`src/rtl/bootseq_pkg.sv`:
```
// bootseq_pkg: opcode values, stream layout constants and the function that
// computes one stream entry from its index. Assumes the 8-bit opcode set with
// immediate load (A9), absolute store (8D) and absolute jump (4C).
package bootseq_pkg;

    localparam logic [7:0] OP_LOAD_IMM  = 8'hA9;
    localparam logic [7:0] OP_STORE_ABS = 8'h8D;
    localparam logic [7:0] OP_JUMP_ABS  = 8'h4C;

    localparam int HDR_BYTES  = 2;
    localparam int COPY_BYTES = 5;
    localparam int JUMP_BYTES = 3;

    // One table slot: the byte itself and whether a CPU write cycle follows it.
    typedef struct packed {
        logic       wr_next;
        logic [7:0] value;
    } rom_entry_t;

    function automatic int stream_len(input int n_items);
        return HDR_BYTES + COPY_BYTES * n_items + JUMP_BYTES;
    endfunction

    // Computes stream entry idx for an n_items payload.
    function automatic rom_entry_t stream_entry(
        input int          idx,
        input int          n_items,
        input logic [15:0] vec,
        input logic [15:0] ram,
        input logic [7:0]  seed,
        input logic [7:0]  step
    );
        rom_entry_t  e;
        int          k;
        int          g;
        int          o;
        int          j;
        logic [15:0] dst;
        e = '0;
        if (idx == 0) begin
            e.value = vec[7:0];
        end else if (idx == 1) begin
            e.value = {1'b1, vec[14:8]};
        end else begin
            k = idx - HDR_BYTES;
            if (k < COPY_BYTES * n_items) begin
                g   = k / COPY_BYTES;
                o   = k % COPY_BYTES;
                dst = ram + 16'(g);
                case (o)
                    0:       e.value = OP_LOAD_IMM;
                    1:       e.value = seed + 8'(g) * step;
                    2:       e.value = OP_STORE_ABS;
                    3:       e.value = dst[7:0];
                    default: begin
                        e.value   = dst[15:8];
                        e.wr_next = 1'b1;
                    end
                endcase
            end else begin
                j = k - COPY_BYTES * n_items;
                case (j)
                    0:       e.value = OP_JUMP_ABS;
                    1:       e.value = ram[7:0];
                    default: e.value = ram[15:8];
                endcase
            end
        end
        return e;
    endfunction

endpackage

```
`src/rtl/bootseq_ce_sync.sv`:
```
// bootseq_ce_sync: brings the asynchronous active-low enable into the clock
// domain through STAGES flops and flags its deasserting (rising) edge.
// Assumes enable pulses last longer than STAGES+1 clock periods.
module bootseq_ce_sync #(
    parameter int STAGES = 2
) (
    input  logic clk,
    input  logic rst_n,
    input  logic ce_n_i,
    output logic level_o,
    output logic rise_o
);

    logic [STAGES:0] sh_q;

    // Shift register: synchroniser stages plus one history flop, reset to idle.
    always_ff @(posedge clk) begin
        if (!rst_n) begin
            sh_q <= '1;
        end else begin
            sh_q <= {sh_q[STAGES-1:0], ce_n_i};
        end
    end

    // Synchronised level and its rising edge.
    assign level_o = sh_q[STAGES-1];
    assign rise_o  = sh_q[STAGES-1] & ~sh_q[STAGES];

endmodule

```
`src/rtl/bootseq_rom.sv`:
```
// bootseq_rom: constant table of the boot stream, one entry per index,
// built by a generate loop from the package function, and a read mux.
// Assumes ptr_i stays below LEN; out-of-range reads return zero.
module bootseq_rom
    import bootseq_pkg::*;
#(
    parameter int          PAYLOAD_LEN  = 4,
    parameter logic [15:0] RESET_VECTOR = 16'hC000,
    parameter logic [15:0] RAM_BASE     = 16'h0300,
    parameter logic [7:0]  PAYLOAD_SEED = 8'h3C,
    parameter logic [7:0]  PAYLOAD_STEP = 8'h11,
    parameter int          LEN          = stream_len(PAYLOAD_LEN),
    parameter int          PTR_W        = $clog2(LEN + 1)
) (
    input  logic [PTR_W-1:0] ptr_i,
    output rom_entry_t       entry_o
);

    rom_entry_t table_w [LEN];

    genvar gi;
    generate
        for (gi = 0; gi < LEN; gi++) begin : g_slot
            assign table_w[gi] = stream_entry(gi, PAYLOAD_LEN, RESET_VECTOR,
                                              RAM_BASE, PAYLOAD_SEED, PAYLOAD_STEP);
        end
    endgenerate

    // Read mux: select the slot whose index equals the pointer.
    always_comb begin
        entry_o = '0;
        for (int i = 0; i < LEN; i++) begin
            if (ptr_i == PTR_W'(i)) begin
                entry_o = table_w[i];
            end
        end
    end

endmodule

```
`src/rtl/bootseq_seq.sv`:
```
// bootseq_seq: byte pointer, end-of-stream flag and optional hold decision.
// The pointer moves on each synchronised enable rise until the last byte;
// the rise on the last byte sets done instead. Assumes rise_i is one cycle wide.
module bootseq_seq #(
    parameter int LEN     = 25,
    parameter int PTR_W   = 5,
    parameter bit HOLD_EN = 1'b0
) (
    input  logic             clk,
    input  logic             rst_n,
    input  logic             level_i,
    input  logic             rise_i,
    input  logic             wr_next_i,
    output logic [PTR_W-1:0] ptr_o,
    output logic             done_o,
    output logic             hold_o
);

    localparam logic [PTR_W-1:0] LAST = PTR_W'(LEN - 1);

    // Pointer and done flag: step on each deasserting edge of the enable.
    always_ff @(posedge clk) begin
        if (!rst_n) begin
            ptr_o  <= '0;
            done_o <= 1'b0;
        end else if (rise_i && !done_o) begin
            if (ptr_o == LAST) begin
                done_o <= 1'b1;
            end else begin
                ptr_o <= ptr_o + PTR_W'(1);
            end
        end
    end

    generate
        if (HOLD_EN) begin : g_hold
            logic hold_q;
            // Hold decision: latched during the strobe for the byte being read.
            always_ff @(posedge clk) begin
                if (!rst_n) begin
                    hold_q <= 1'b0;
                end else if (!level_i && !done_o) begin
                    hold_q <= !wr_next_i && (ptr_o != LAST);
                end
            end
            assign hold_o = hold_q;
        end else begin : g_nohold
            assign hold_o = 1'b0;
        end
    endgenerate

endmodule

```
`src/rtl/bootseq_streamer.sv`:
```
// bootseq_streamer: top of the sequential boot byte streamer. Ties together
// the enable synchroniser, the stream table and the sequencer, and forms the
// pad enable. Assumes rw is stable around the enable strobe; rw gates the
// drive without a clock so that a write cycle is never driven.
module bootseq_streamer
    import bootseq_pkg::*;
#(
    parameter int          PAYLOAD_LEN  = 4,
    parameter logic [15:0] RESET_VECTOR = 16'hC000,
    parameter logic [15:0] RAM_BASE     = 16'h0300,
    parameter logic [7:0]  PAYLOAD_SEED = 8'h3C,
    parameter logic [7:0]  PAYLOAD_STEP = 8'h11,
    parameter int          SYNC_STAGES  = 2,
    parameter bit          HOLD_EN      = 1'b0
) (
    input  logic       clk,
    input  logic       rst_n,
    input  logic       ce_n,
    input  logic       rw,
    output logic [7:0] data_out,
    output logic       data_oe,
    output logic       done
);

    localparam int LEN   = stream_len(PAYLOAD_LEN);
    localparam int PTR_W = $clog2(LEN + 1);

    logic             ce_level;
    logic             ce_rise;
    logic [PTR_W-1:0] ptr;
    logic             hold;
    rom_entry_t       entry;

    bootseq_ce_sync #(
        .STAGES (SYNC_STAGES)
    ) u_sync (
        .clk     (clk),
        .rst_n   (rst_n),
        .ce_n_i  (ce_n),
        .level_o (ce_level),
        .rise_o  (ce_rise)
    );

    bootseq_rom #(
        .PAYLOAD_LEN  (PAYLOAD_LEN),
        .RESET_VECTOR (RESET_VECTOR),
        .RAM_BASE     (RAM_BASE),
        .PAYLOAD_SEED (PAYLOAD_SEED),
        .PAYLOAD_STEP (PAYLOAD_STEP),
        .LEN          (LEN),
        .PTR_W        (PTR_W)
    ) u_rom (
        .ptr_i   (ptr),
        .entry_o (entry)
    );

    bootseq_seq #(
        .LEN     (LEN),
        .PTR_W   (PTR_W),
        .HOLD_EN (HOLD_EN)
    ) u_seq (
        .clk       (clk),
        .rst_n     (rst_n),
        .level_i   (ce_level),
        .rise_i    (ce_rise),
        .wr_next_i (entry.wr_next),
        .ptr_o     (ptr),
        .done_o    (done),
        .hold_o    (hold)
    );

    // Pad drive: strobe active or holding, read cycle, stream not finished.
    assign data_out = entry.value;
    assign data_oe  = !done && rw && (!ce_level || hold);

endmodule

```
`config.mk`:
```
export PLATFORM = sky130hd
export DESIGN_NAME = bootseq_streamer
export DESIGN_NICKNAME = d
export VERILOG_FILES = /design/src/rtl/bootseq_pkg.sv /design/src/rtl/bootseq_ce_sync.sv /design/src/rtl/bootseq_rom.sv /design/src/rtl/bootseq_seq.sv /design/src/rtl/bootseq_streamer.sv
export SDC_FILE = /design/constraint.sdc
export NUM_CORES = 1
export LEC_CHECK = 0
export BUFFER_PORTS_ARGS = -buffer_cell sky130_fd_sc_hd__buf_4
export CORE_UTILIZATION = 35
export DETAILED_ROUTE_END_ITERATION = 10
export GPL_TIMING_DRIVEN = 1
export PLACE_DENSITY = 0.51
export SLEW_MARGIN = 10
export SYNTH_ARGS = -nofsm -noshare
export SYNTH_HDL_FRONTEND = slang
export SYNTH_SLANG_ARGS = --single-unit
```
`constraint.sdc`:
```
create_clock -name clk -period 2.6 [get_ports clk]
set_input_delay 0.26 -clock clk [delete_from_list [all_inputs] [get_ports clk]]
set_output_delay 0.26 -clock clk [all_outputs]
set_load 0.02 [all_outputs]
```
==> impl_metrics.ini <==
[cells_and_area]
syn2layout_area_growth_pct = 14.9
drive_above_1_share_pct = 18.8
n_antenna_cell = 0
postLayoutCoreUtil_pct = 42.7
multi_input_area_um2 = 761
instances_no_fill = 185
final_area_mm2 = 0.00119
register_area_um2 = 180
nNetsFinal = 164
nFillCells = 309

[power_and_ir_drop]
powerDensity_mw_per_mm2 = 238
cellLeakagePower_nw = 0.446
ir_worst_vdd_mv = 0.228
power_mw = 0.283

[timing]
setup_tns_ns = 0
setup_viol = 0
slew_viol_final = 0
timing.slew.headroom_pct = 57.5
tightest_slew_ns = 0.637
fin_crit_ns = 2.48
layout_setup_ws_ns = 0.125
finalHoldWorstSlack_ns = 0.192
fin_crit_sh_pct = 95.2
skew_ns = 0.00669
max_freq_ghz = 0.404
hold_viol_final = 0
rsz0062_at_grt = yes

[routing]
antenna_left = 0
first_pass_iters = 4
first_iter_violations = 48
drc = 0
routedWlPerCell_um = 15.0
drt_wl_total_um = 2780
vias = 1109
vias_per_cell = 5.99

[worst_setup_path]
reg2reg_slack_ns = 1.09
cp.required_ns = 2.34
rr_worst_depth = 6
cp_cell_sequence = inv_1, ha_1, or3b_4, o31ai_2, a221o_1, a32o_1, buf_4
regToRegStartpoint = u_seq.ptr_o[0]
arrival_ns = 2.22
path_max_fanout = 10
max_stage_delay_ns = 0.48
crit_path_end_kind = output pin
crit_type = flop to output pin
start_kind = flop
crit_slowest_cell = or3b_4
worstReg2RegEnd = u_seq.ptr_o[0]

[hold_path]
hp-start = ce_n
hold_path_class = input port to flop
min_path_cells = 2
hold_path_end = u_sync.sh_q[0]

[placed_design]
port_buffers = 13
dp_hpwl_um = 1980
dp_cells = 181
place_area_mm2 = 0.00115
place_congestion = 0.895
dp_slack_ns = 0.330

[clock_tree]
clk_pin_slew_worst_paths_ns = 0.05
cts_root_buf = clkbuf_4
clk_latency_ns = 0.25
postCtsSetupBuffers = 0
cts_resized = 0
htree_levels = 1
clockBufferDepth = 2
cts_tree = built
cts_sinks = 9
holdBufCountCts = 0
numCtsBuffers = 3

[die]
initial_core_util_pct = 37.2
die_x_um = 56.3
coreArea_mm2 = 0.00278
pin_count = 14
die_area_mm2 = 0.00317
rows = 19
die_height_um = 56.3

[logic_synthesis]
async_reset_ff_share_pct = 0
yosys.cell_types.count = 42
synth_nets = 153
synth_edf_count = 0
synth_seq_cells = 9
synth_top_area_share_pct = 17.4
yosys_warnings = 0
ys_seq_area_share_pct = 17.4
synth_area_per_cell_um2 = 7.18
yosys-top-cells-count = nor2_1 (12), o21ai_0 (12), nand2_1 (10)
netlist_instances = 144
yosys.area.top_type = dfxtp_1
synth.area.top_cells = dfxtp_1 (17%), ha_1 (6.1%), o21ai_0 (5.8%)
syn_area_mm2 = 0.00103
synth_flop_cell = dfxtp_1

[job]
maxCapViolCount = 0

[grt]
first_global_vias = 1046
grt_pass1_wl_um = 4710
grt_max_degree = 30
grt_remaining_overflow = 0
grt_util_all_layers_pct = 18.3
antenna_found_initial = 0

[run_status]
status = finished, final reports clean
## cells by family after synthesis
| kind of cell | Yosys count | share of synthesized area (%) |
|---|---|---|
| fa+ha+maj | 5 | 6.05 |
| flops | 9 | 17.4 |
| compound gates | 51 | 33.8 |
| xor+xnor | 3 | 2.54 |
| simple gates | 56 | 30.0 |
| buf+inv | 20 | 10.2 |
## registers in the layout (all words and copies together), names as in the netlist
name          flops
u_seq.ptr_o       5
u_sync.sh_q       3
u_seq.done_o      1
## layer usage
metal | part of all wire [%] | vias to the layer above | wire, um | global-route usage (%)
met5 | 0 | - | 0 | 0
met4 | 0.83 | 0 | 23 | 8.36
met3 | 6.3 | 4 | 174 | 3.23
met2 | 51 | 38 | 1420 | 31.6
met1 | 42 | 527 | 1160 | 21.9
li1 | - | 540 | - | -
## worst max-delay path, delay by kind of cell (launching register included)
| kind | cells | cell delay, ns |
|---|---|---|
| buf+inv | 2 | 0.23 |
| flops | 1 | 0.39 |
| compound gates | 3 | 0.55 |
| simple gates | 1 | 0.48 |
| fa+ha+maj | 1 | 0.32 |
## how the worst max path moves through the flow
stage / startpoint / to / slack, ns / cells after the start
2_1_floorplan: u_seq.ptr_o[0] / data_out[5] / 0.29 / 8
5_1_grt: u_seq.ptr_o[0] / data_out[0] / -0.02 / 7
3_3_place_gp: u_seq.ptr_o[0] / data_out[1] / 0.36 / 8
4_1_cts: u_seq.ptr_o[0] / data_out[2] / 0.05 / 7
6_report: u_seq.ptr_o[1] / data_out[2] / 0.12 / 7
3_5_place_dp: u_seq.ptr_o[0] / data_out[2] / 0.33 / 7
## power by group
group	leakage, nW	internal [mW]	switching [mW]
Sequential	0.0732	0.140	0.00180
Combinational	0.358	0.0178	0.0196
Clock	0.0150	0.0588	0.0441
Total	0.446	0.217	0.0655
## cell usage in the layout, fill, tap and decap left out, drive strengths merged
cell type	count
a211oi	3
a21boi	2
a21oi	8
a221o	2
a221oi	2
a22o	1
a22oi	3
a31oi	2
a32o	1
a32oi	1
and2	4
and3	1
buf	19
clkbuf	4
clkinv	1
dfxtp	9
ha	5
inv	6
nand2	10
nand2b	6
nand3	5
nand3b	2
nand4	1
nand4b	1
nor2	12
nor2b	6
nor3b	5
nor4b	1
o211ai	2
o21a	3
o21ai	12
o21bai	2
o22ai	1
o2bb2ai	1
o31ai	4
o32ai	1
or3b	2
xnor2	3
## cell type report
cell class / instances / area share, %
sequential: 9 / 15.2
inverter: 7 / 2.21
timing repair buffer: 19 / 13.1
tap: 31 / 3.27
multi-input combinational: 115 / 64.1
clock buffer: 4 / 2.21
Note: power is estimated with default switching activity, not from simulation.
